`config.mk`:
```
export PLATFORM = sky130hd
export DESIGN_NAME = fz_climate_ctrl
export DESIGN_NICKNAME = d
export VERILOG_FILES = /design/src/rtl/fz_pkg.sv /design/src/rtl/fz_member.sv /design/src/rtl/fz_mean2.sv /design/src/rtl/fz_climate_ctrl.sv
export SDC_FILE = /design/constraint.sdc
export NUM_CORES = 1
export LEC_CHECK = 0
export BUFFER_PORTS_ARGS = -buffer_cell sky130_fd_sc_hd__buf_2
export CORE_MARGIN = 3
export CORE_UTILIZATION = 45
export DETAILED_ROUTE_END_ITERATION = 6
export SYNTH_ARGS = -nofsm -noshare
export SYNTH_HDL_FRONTEND = slang
export SYNTH_SLANG_ARGS = --single-unit
```
`constraint.sdc`:
```
create_clock -name clk -period 13.2 [get_ports clk]
set_clock_uncertainty 0.05 [all_clocks]
set_input_delay 2.64 -clock clk [delete_from_list [all_inputs] [get_ports clk]]
set_output_delay 2.64 -clock clk [all_outputs]
set_load 0.005 [all_outputs]
```
`src/rtl/fz_pkg.sv`:
```
package fz_pkg;

    localparam int CODE_W = 8;
    localparam int DEG_W  = 8;

    typedef struct packed {
        logic [DEG_W-1:0] below;
        logic [DEG_W-1:0] near;
        logic [DEG_W-1:0] above;
    } fz_deg_t;

    typedef struct packed {
        logic [DEG_W-1:0] warm;
        logic [DEG_W-1:0] cool;
        logic [DEG_W-1:0] damp;
    } fz_cmd_t;

    // Map a signed measured-minus-target difference onto the 0..255 code space.
    function automatic logic [CODE_W-1:0] fz_err_code(input int diff);
        int v;
        v = diff * 4 + 127;
        return CODE_W'(v);
    endfunction

endpackage

```
`src/rtl/fz_member.sv`:
```
module fz_member #(
    parameter int CW      = 8,
    parameter int MW      = 8,
    parameter int LO      = 95,
    parameter int FLAT_LO = 127,
    parameter int FLAT_HI = 127,
    parameter int HI      = 159
) (
    input  logic [CW-1:0] code_i,
    output logic [MW-1:0] below_o,
    output logic [MW-1:0] near_o,
    output logic [MW-1:0] above_o
);
    localparam int MAXD   = (1 << MW) - 1;
    localparam int SPAN_L = FLAT_LO - LO;
    localparam int SPAN_R = HI - FLAT_HI;

    logic [31:0] c;
    logic [31:0] rise_l, fall_l, rise_r, fall_r;

    always_comb begin
        c      = 32'(code_i);
        rise_l = ((c - 32'(LO)) * 32'(MAXD)) / 32'(SPAN_L);
        fall_l = ((32'(FLAT_LO) - c) * 32'(MAXD)) / 32'(SPAN_L);
        rise_r = ((c - 32'(FLAT_HI)) * 32'(MAXD)) / 32'(SPAN_R);
        fall_r = ((32'(HI) - c) * 32'(MAXD)) / 32'(SPAN_R);

        if (c <= 32'(LO))           below_o = MW'(MAXD);
        else if (c >= 32'(FLAT_LO)) below_o = '0;
        else                        below_o = MW'(fall_l);

        if (c <= 32'(FLAT_HI))      above_o = '0;
        else if (c >= 32'(HI))      above_o = MW'(MAXD);
        else                        above_o = MW'(rise_r);

        if (c <= 32'(LO) || c >= 32'(HI)) near_o = '0;
        else if (c < 32'(FLAT_LO))        near_o = MW'(rise_l);
        else if (c <= 32'(FLAT_HI))       near_o = MW'(MAXD);
        else                              near_o = MW'(fall_r);
    end
endmodule

```
`src/rtl/fz_mean2.sv`:
```
module fz_mean2 #(
    parameter int MW = 8
) (
    input  logic [MW-1:0] lin_deg_i,
    input  logic [MW-1:0] near_deg_i,
    input  logic          near_en_i,
    output logic [MW-1:0] mean_o
);
    localparam int MAXD = (1 << MW) - 1;

    logic [MW+3:0] eight_x;
    logic [MW-1:0] y0;
    logic [MW-1:0] near_term;
    logic [MW:0]   sum;

    always_comb begin
        eight_x = {near_deg_i, 3'b000};
        if (eight_x > (MW+4)'(MAXD)) y0 = '0;
        else                         y0 = MW'((MW+4)'(MAXD) - eight_x);
        near_term = (near_en_i && near_deg_i != '0) ? y0 : '0;
        sum       = {1'b0, lin_deg_i} + {1'b0, near_term};
        mean_o    = sum[MW:1];
    end
endmodule

```
`src/rtl/fz_climate_ctrl.sv`:
```
module fz_climate_ctrl #(
    parameter int CW   = fz_pkg::CODE_W,
    parameter int MW   = fz_pkg::DEG_W,
    parameter int T_LO = 95,
    parameter int T_HI = 159,
    parameter int H_LO = 94,
    parameter int H_HI = 160
) (
    input  logic          clk,
    input  logic          rst,
    input  logic [CW-1:0] temp_code_i,
    input  logic [CW-1:0] hum_code_i,
    output logic [MW-1:0] warm_o,
    output logic [MW-1:0] cool_o,
    output logic [MW-1:0] damp_o
);
    localparam int MID = (1 << (CW - 1)) - 1;
    localparam int NCH = 3;

    logic [MW-1:0] t_below, t_near, t_above;
    logic [MW-1:0] h_below, h_near, h_above;

    fz_member #(.CW(CW), .MW(MW), .LO(T_LO), .FLAT_LO(MID), .FLAT_HI(MID), .HI(T_HI)) u_temp (
        .code_i (temp_code_i),
        .below_o(t_below),
        .near_o (t_near),
        .above_o(t_above)
    );

    fz_member #(.CW(CW), .MW(MW), .LO(H_LO), .FLAT_LO(MID - 1), .FLAT_HI(MID + 1), .HI(H_HI)) u_hum (
        .code_i (hum_code_i),
        .below_o(h_below),
        .near_o (h_near),
        .above_o(h_above)
    );

    logic [MW-1:0] lin_deg  [NCH];
    logic [MW-1:0] near_deg [NCH];
    logic          near_en  [NCH];
    logic [MW-1:0] mean_val [NCH];

    always_comb begin
        lin_deg[0]  = t_below;
        near_deg[0] = t_near;
        near_en[0]  = temp_code_i < CW'(MID);
        lin_deg[1]  = t_above;
        near_deg[1] = t_near;
        near_en[1]  = temp_code_i > CW'(MID);
        lin_deg[2]  = h_below;
        near_deg[2] = h_near;
        near_en[2]  = hum_code_i < CW'(MID);
    end

    for (genvar g = 0; g < NCH; g++) begin : g_out
        fz_mean2 #(.MW(MW)) u_mean (
            .lin_deg_i (lin_deg[g]),
            .near_deg_i(near_deg[g]),
            .near_en_i (near_en[g]),
            .mean_o    (mean_val[g])
        );
    end

    logic [MW-1:0] warm_d, cool_d, damp_d;
    logic [MW-1:0] warm_q, cool_q, damp_q;

    always_comb begin
        if (rst) begin
            warm_d = '0;
            cool_d = '0;
            damp_d = '0;
        end else begin
            warm_d = mean_val[0];
            cool_d = mean_val[1];
            damp_d = mean_val[2];
        end
    end

    always_ff @(posedge clk) begin
        warm_q <= warm_d;
        cool_q <= cool_d;
        damp_q <= damp_d;
    end

    assign warm_o = warm_q;
    assign cool_o = cool_q;
    assign damp_o = damp_q;
endmodule

```
==> results.yml, run 1 <==
logic_synthesis:
  synthXorXnorAreaFrac_pct: 11.42
  synthTopCellsByArea: "fa_1, ha_1, inv_1"
  synth-seq-cells: 24
  synth_cells: 1270
  synth-simple-area-share_pct: 8.883
  synth_edf_count: 0
  ys_warn_count: 0
  synthArstFlopShare_pct: 0
  avgSynthCellArea_um2: 9.006
  yosys_most_used_dff: "dfxtp_1"
  synth_top_family_by_area: "adder cells"
  seq_area_frac_synth_pct: 4.201
  muxShareOfSynthArea_pct: 1.192
  synth_top_area_share_pct: 33.61
  netlist_area_mm2: 0.01144
  synth_cell_types: 73
  synth_adder_area_share_pct: 51.42
  synth_compound_area_share_pct: 11.02
  yosys.area.top_type: "fa_1"
  synth_fp_nets: 1642
layout:
  nFillCells: 2464
  nNetsFinal: 1667
  layoutNonFillerInstCount: 1618
  diodes: 0
  synthToLayoutAreaGrowth_pct: 5.382
  drive_above_1_share_pct: 6.028
floorplan:
  core-area_mm2: 0.02468
  core.rowCount: 57
  dieWidth_um: 165.4
  die_area_mm2: 0.02737
  start_util_pct: 46.35
  ios: 42
  fp.dieH_um: 165.4
grt:
  grt_pass1_wl_um: 41950
  gr-total-overflow: 0
  first_global_vias: 8442
  grt_max_degree: 34
  grt_use_total_pct: 19.00
  antenna_found_initial: 0
routing:
  vias: 8086
  wl_per_cell_um: 15.27
  drc: 0
  viasPerCell: 4.998
  drt_iter0_markers: 351
  first_pass_iters: 5
  ant_nets: 0
  routed_wl_um: 24700
job:
  maxCapViolCount: 0
placement:
  place.detailed.hpwl_um: 22120
  numPortBuffers: 41
  placed_cells: 1614
  gp_congestion: 0.8546
clock_tree:
  clkTransAtPathRegs_ns: 0.06
  cts_made_buffers: 3
  cts_sinks: 24
  htreeDepth: 1
  cts_resized: 0
  clock_path_buffers: 2
  cts_root_buffer: "clkbuf_16"
  postCtsSetupRepairBufs: 0
  hold_buffers: 0
  cts_tree: "done"
sta:
  tightestPinTransition_ns: 1.000
  setup_viol: 0
  min_period_ns: 10.22
  maxSlewHeadroom_pct: 32.82
  grt_setup_unrepaired: "false"
  fin_setup_tns_ns: 0
  finalHoldViolCount: 0
  fmax_mhz: 97.82
  finalMaxSlewViolations: 0
  period_share_pct: 77.45
critical_path:
  cp.required_ns: 13.28
  cp_slowest_cell: "fa_1"
  crit_type: "input port to flip-flop"
  cpPeakStageDelay_ns: 0.68
  cp-end-kind: "flip-flop"
  crit_top_cell: "inv_1"
  worstPathArrival_ns: 10.30
  startpoint_type: "input port"
  worstPathMaxFanout: 8
min_path:
  hp-class: "input port to flip-flop"
outcome:
  status: "finished clean"
==> cells in the final DEF (no fill, tap or decap), drive strengths merged, types with 8 or more instances in the layout <==
cell type  instances
buf               41
nor2              64
inv              335
nand2             28
o21a               9
ha               162
fa               192
or2               11
a21o              29
xnor2            101
a31oi             10
nor2b             16
nor3              15
dfxtp             24
a21oi             54
o21ai             25
xor2              40
nand2b            17
nand3             14
mux2i              8
==> sequential cells by signal, indices dropped and copies added, names as in the netlist <==
register	count
damp_o	8
cool_o	8
warm_o	8
==> layout make-up <==
cell class | instances | area [µm²] | area share [%]
clock inverters | 1 | 30.03 | 0.2491
well taps | 324 | 405.4 | 3.363
inverters | 335 | 1257 | 10.43
multi-input cells | 890 | 9599 | 79.64
clock buffers | 3 | 75.07 | 0.6229
flip-flops and latches | 24 | 480.5 | 3.986
repair buffers | 41 | 205.2 | 1.702
==> per-stage QoR <==
| stage | cell area, µm² | utilization (%) | hold slack, ns | setup slack, ns |
|---|---|---|---|---|
| 2_1_floorplan | 11440 | - | 2.816 | 3.411 |
| 3_3_place_gp | 11950 | 48.42 | 2.970 | 3.031 |
| 3_5_place_dp | 11950 | 48.42 | 2.971 | 2.740 |
| 4_1_cts | 12050 | 48.84 | 2.808 | 2.990 |
| 5_1_grt | 12050 | 48.84 | 2.846 | 2.497 |
| 6_report | 12050 | 48.84 | 2.804 | 2.977 |
==> worst paths after layout <==
path                           start        end  cells past startpoint
worst max-delay path  temp_code_i[3]  warm_o[7]                     31
worst min-delay path             rst  cool_o[4]                      2
==> kinds of logic after synthesis <==
group | after synthesis
xor gates and xnor gates | 143
AOI/OAI and AO/OA | 183
DFF | 24
and+or+nand+nor | 196
buffers and inverters | 356
adders and majority gates | 355
muxes | 13
==> critical path: cells and delay by family <==
kind / cells / cell delay (ns)
AND/OR/NAND/NOR: 9 / 1.70
AO/OA/AOI/OAI: 7 / 1.71
adder cells (fa/ha/maj): 7 / 2.70
XOR/XNOR: 2 / 0.70
buffers and inverters: 6 / 0.84
==> routing by layer <==
layer  wire [µm]  track usage (%)  vias to the layer above
met2       11420            31.63                       98
met4         192            1.701                        0
met5           0                0                        -
met1       12430            28.23                     3954
met3         659            1.472                       12
li1            -                -                     4022
==> cells in the mapped netlist, drive strengths merged (15+ instances only) <==
library cell,n
nor2b,16
nand2,28
inv,335
ha,162
nand2b,17
a21oi,54
o21ai,25
xor2,40
a21o,29
dfxtp,24
nor3,15
xnor2,101
nor2,64
fa,192
Power of run 1 is not shown: default switching activity piles up to over one toggle a cycle in this logic, so the estimate is an artifact.
==> run 2, diff against run 1 <==
clock period = 10.3 ns   (was 13.2 ns; I/O delays follow)
==> run 2 against run 1 <==
Compared with the run above: die area unchanged; highest routed layer unchanged; cell count rose by 0.56%; largest cell class unchanged; worst setup slack worse by 2.2 ns; critical endpoint unchanged; critical path depth did not move; global-route usage increased by 0.24 points; routed wire length about the same; sequential share of layout area about the same.
==> results.yml, run 2 (same netlist as run 1, synthesis figures left out) <==
outcome:
  status: "finished clean"
routing:
  drt_iter0_markers: 380
  drc: 0
  ant_nets: 0
  vias: 8176
  viasPerCell: 5.025
  first_pass_iters: 5
  wl_per_cell_um: 15.19
  routed_wl_um: 24710
layout:
  diodes: 0
  multi_input_area_mm2: 0.009599
  drive_above_1_share_pct: 6.677
  final_cell_mix: "inv_1, fa_1, ha_1"
  regArea_um2: 480.5
  layout_commonest_cell: "inv_1"
  synthToLayoutAreaGrowth_pct: 5.777
  nFillCells: 2427
  nNetsFinal: 1677
clock_tree:
  cts_resized: 0
  postCtsSetupRepairBufs: 0
  clock_path_buffers: 2
  clkTransAtPathRegs_ns: 0.06
  cts_made_buffers: 3
  hold_buffers: 0
  cts_sinks: 24
  htreeDepth: 1
  cts_root_buffer: "clkbuf_16"
  cts_tree: "done"
sta:
  setup_viol: 0
  finalMaxSlewViolations: 0
  finalHoldViolCount: 0
  period_share_pct: 92.60
  fmax_mhz: 104.8
  grt_setup_unrepaired: "false"
  min_period_ns: 9.538
  fin_hold_ws_ns: 2.215
  tightestPinTransition_ns: 1.041
  fin_setup_tns_ns: 0
  maxSlewHeadroom_pct: 30.36
critical_path:
  startpoint_type: "input port"
  crit_end: "warm_o[7]"
  worstPathArrival_ns: 9.62
  worstPathMaxFanout: 7
  cp-end-kind: "flip-flop"
  cpPeakStageDelay_ns: 0.57
  startpoint: "temp_code_i[2]"
  crit_type: "input port to flip-flop"
  cp_slowest_cell: "fa_1"
  cp.required_ns: 10.38
floorplan:
  die_area_mm2: 0.02737
  core.rowCount: 57
  fp.dieH_um: 165.4
  dieWidth_um: 165.4
  ios: 42
  core-area_mm2: 0.02468
  start_util_pct: 46.35
placement:
  gp_congestion: 0.8635
  place.detailed.hpwl_um: 22110
  numPortBuffers: 41
grt:
  grt_use_total_pct: 19.25
  grt_max_degree: 34
  gr-total-overflow: 0
  antenna_found_initial: 0
  first_global_vias: 8607
  grt_pass1_wl_um: 42690
min_path:
  hp-class: "input port to flip-flop"
job:
  maxCapViolCount: 0
run 2: cell types whose count changed in the layout (fill, tap and decap cells not counted), sizes merged:
cell | previous run | this run
bufinv | 1 | 0
buf | 41 | 51
run 2: how the worst min path moves through the flow:
stage,slack [ns],from,to,cells after the start
after floorplan,2.24,rst,warm_o[6],2
after global placement,2.39,cool_o[5],cool_o[5],1
after detailed placement,2.39,cool_o[1],cool_o[1],1
after CTS,2.22,rst,warm_o[0],2
after global routing,2.27,rst,cool_o[3],2
final,2.22,rst,warm_o[0],2
run 2: area by class of cell:
cell class,count,area share (%)
clock buffer,3,0.6205
inverter,335,10.39
multi-input combinational,890,79.35
sequential,24,3.971
tap,324,3.351
timing repair buffer,51,2.317
run 2: through the flow:
step	instance area, µm²	instances	utilization [%]	setup WS [ns]
floorplan	11440	1270	-	1.091
global placement	12020	1624	48.72	0.7580
detailed placement	12020	1624	48.72	0.5339
CTS	12100	1627	49.03	0.7933
global route	12100	1627	49.03	0.1198
finish	12100	1627	49.03	0.7619
run 2: critical path: cells and delay by family:
family	cells	cell delay (ns)
compound gates	7	1.70
xor+xnor	3	0.89
fa+ha+maj	7	2.50
buf+inv	5	0.74
simple gates	9	1.71
run 2: per-layer routing:
layer | routed length [µm] | GRT usage (%)
met1 | 11930 | 28.25
met2 | 11810 | 32.80
met3 | 865 | 1.472
met4 | 105 | 1.021
met5 | 0 | 0
Power of run 2 is left out for the same reason.
==> run 3, diff against run 2 <==
ABC_CLOCK_PERIOD_IN_PS = 11800   (was unset)
clock period = 11.8 ns   (was 10.3 ns; I/O delays follow)
==> run 3 against run 2 <==
Compared with the run above: hold slack improved by 0.31 ns; critical path type unchanged; critical path depth decreased by 3; global-route usage decreased by 0.34 points.
==> results.yml, run 3 (same netlist as run 1, synthesis figures left out) <==
outcome:
  status: "finished clean"
sta:
  finalHoldViolCount: 0
  maxSlewHeadroom_pct: 34.41
  fmax_mhz: 101.8
  tightestPinTransition_ns: 0.9838
  finalMaxSlewViolations: 0
  min_period_ns: 9.826
  fin_setup_tns_ns: 0
  setup_viol: 0
  period_share_pct: 83.27
  grt_setup_unrepaired: "false"
  fin_hold_ws_ns: 2.521
floorplan:
  ios: 42
  fp.dieH_um: 165.4
  start_util_pct: 46.35
  die_area_mm2: 0.02737
  dieWidth_um: 165.4
  core.rowCount: 57
  core-area_mm2: 0.02468
critical_path:
  cpPeakStageDelay_ns: 0.61
  cp.required_ns: 11.90
  crit_type: "input port to flip-flop"
  worstPathArrival_ns: 9.92
  startpoint_type: "input port"
  worstPathMaxFanout: 16
  cp_slowest_cell: "fa_1"
  cp-end-kind: "flip-flop"
placement:
  gp_congestion: 0.8433
  placed_cells: 1614
  numPortBuffers: 41
  place.detailed.hpwl_um: 22110
clock_tree:
  hold_buffers: 0
  htreeDepth: 1
  cts_tree: "done"
  clock_path_buffers: 2
  cts_resized: 0
  clkTransAtPathRegs_ns: 0.06
  postCtsSetupRepairBufs: 0
  cts_made_buffers: 3
  cts_root_buffer: "clkbuf_16"
  cts_sinks: 24
routing:
  ant_nets: 0
  drc: 0
  drt_iter0_markers: 350
  first_pass_iters: 4
  vias: 8078
  viasPerCell: 4.993
  routed_wl_um: 24580
  wl_per_cell_um: 15.19
min_path:
  hp-class: "input port to flip-flop"
  hold_depth: 2
  hold_end: "warm_o[0]"
  min_from: "rst"
grt:
  first_global_vias: 8400
  grt_pass1_wl_um: 41960
  gr-total-overflow: 0
  grt_use_total_pct: 18.91
  antenna_found_initial: 0
  grt_max_degree: 34
layout:
  layoutNonFillerInstCount: 1618
  synthToLayoutAreaGrowth_pct: 5.240
  drive_above_1_share_pct: 6.028
  nNetsFinal: 1667
  final_cell_mix: "inv_1, fa_1, ha_1"
  diodes: 0
  layout_commonest_cell: "inv_1"
job:
  maxCapViolCount: 0
==> run 3: how the worst max path moves through the flow <==
stage                   start        end  slack [ns]
2_1_floorplan   hum_code_i[2]  damp_o[6]        2.29
3_3_place_gp   temp_code_i[3]  warm_o[7]        1.92
3_5_place_dp    hum_code_i[0]  damp_o[6]        1.71
4_1_cts         hum_code_i[0]  damp_o[6]        1.95
5_1_grt         hum_code_i[0]  damp_o[6]        1.32
6_report        hum_code_i[0]  damp_o[6]        1.97
==> run 3: area by class of cell <==
class | instances | area (µm²)
clock buffers | 4 | 88.84
fillers | 2433 | 12640
inverters | 335 | 1257
multi-input cells | 890 | 9599
flip-flops and latches | 24 | 480.5
well taps | 324 | 405.4
repair buffers | 41 | 205.2
==> run 3: metal layers <==
metal / GRT usage (%) / part of all wire, %
met2: 31.85 / 47
met1: 28.25 / 50
met4: 1.021 / 0.53
met3: 1.147 / 2.6
met5: 0 / 0
==> run 3: worst max-delay path, delay by kind of cell <==
family	cells	cell delay, ns
buffers and inverters	5	0.90
multiplexers	1	0.34
adder cells (fa/ha/maj)	7	3.04
AO/OA/AOI/OAI	8	1.72
XOR/XNOR	1	0.52
AND/OR/NAND/NOR	6	1.03
==> run 3: per-stage QoR <==
| stage | setup WS, ns | util, % | instance area (µm²) |
|---|---|---|---|
| floorplan | 2.291 | - | 11440 |
| global placement | 1.920 | 48.42 | 11950 |
| detailed placement | 1.711 | 48.42 | 11950 |
| CTS | 1.953 | 48.78 | 12040 |
| global route | 1.318 | 48.78 | 12040 |
| finish | 1.974 | 48.78 | 12040 |
Power of run 3 is left out for the same reason.
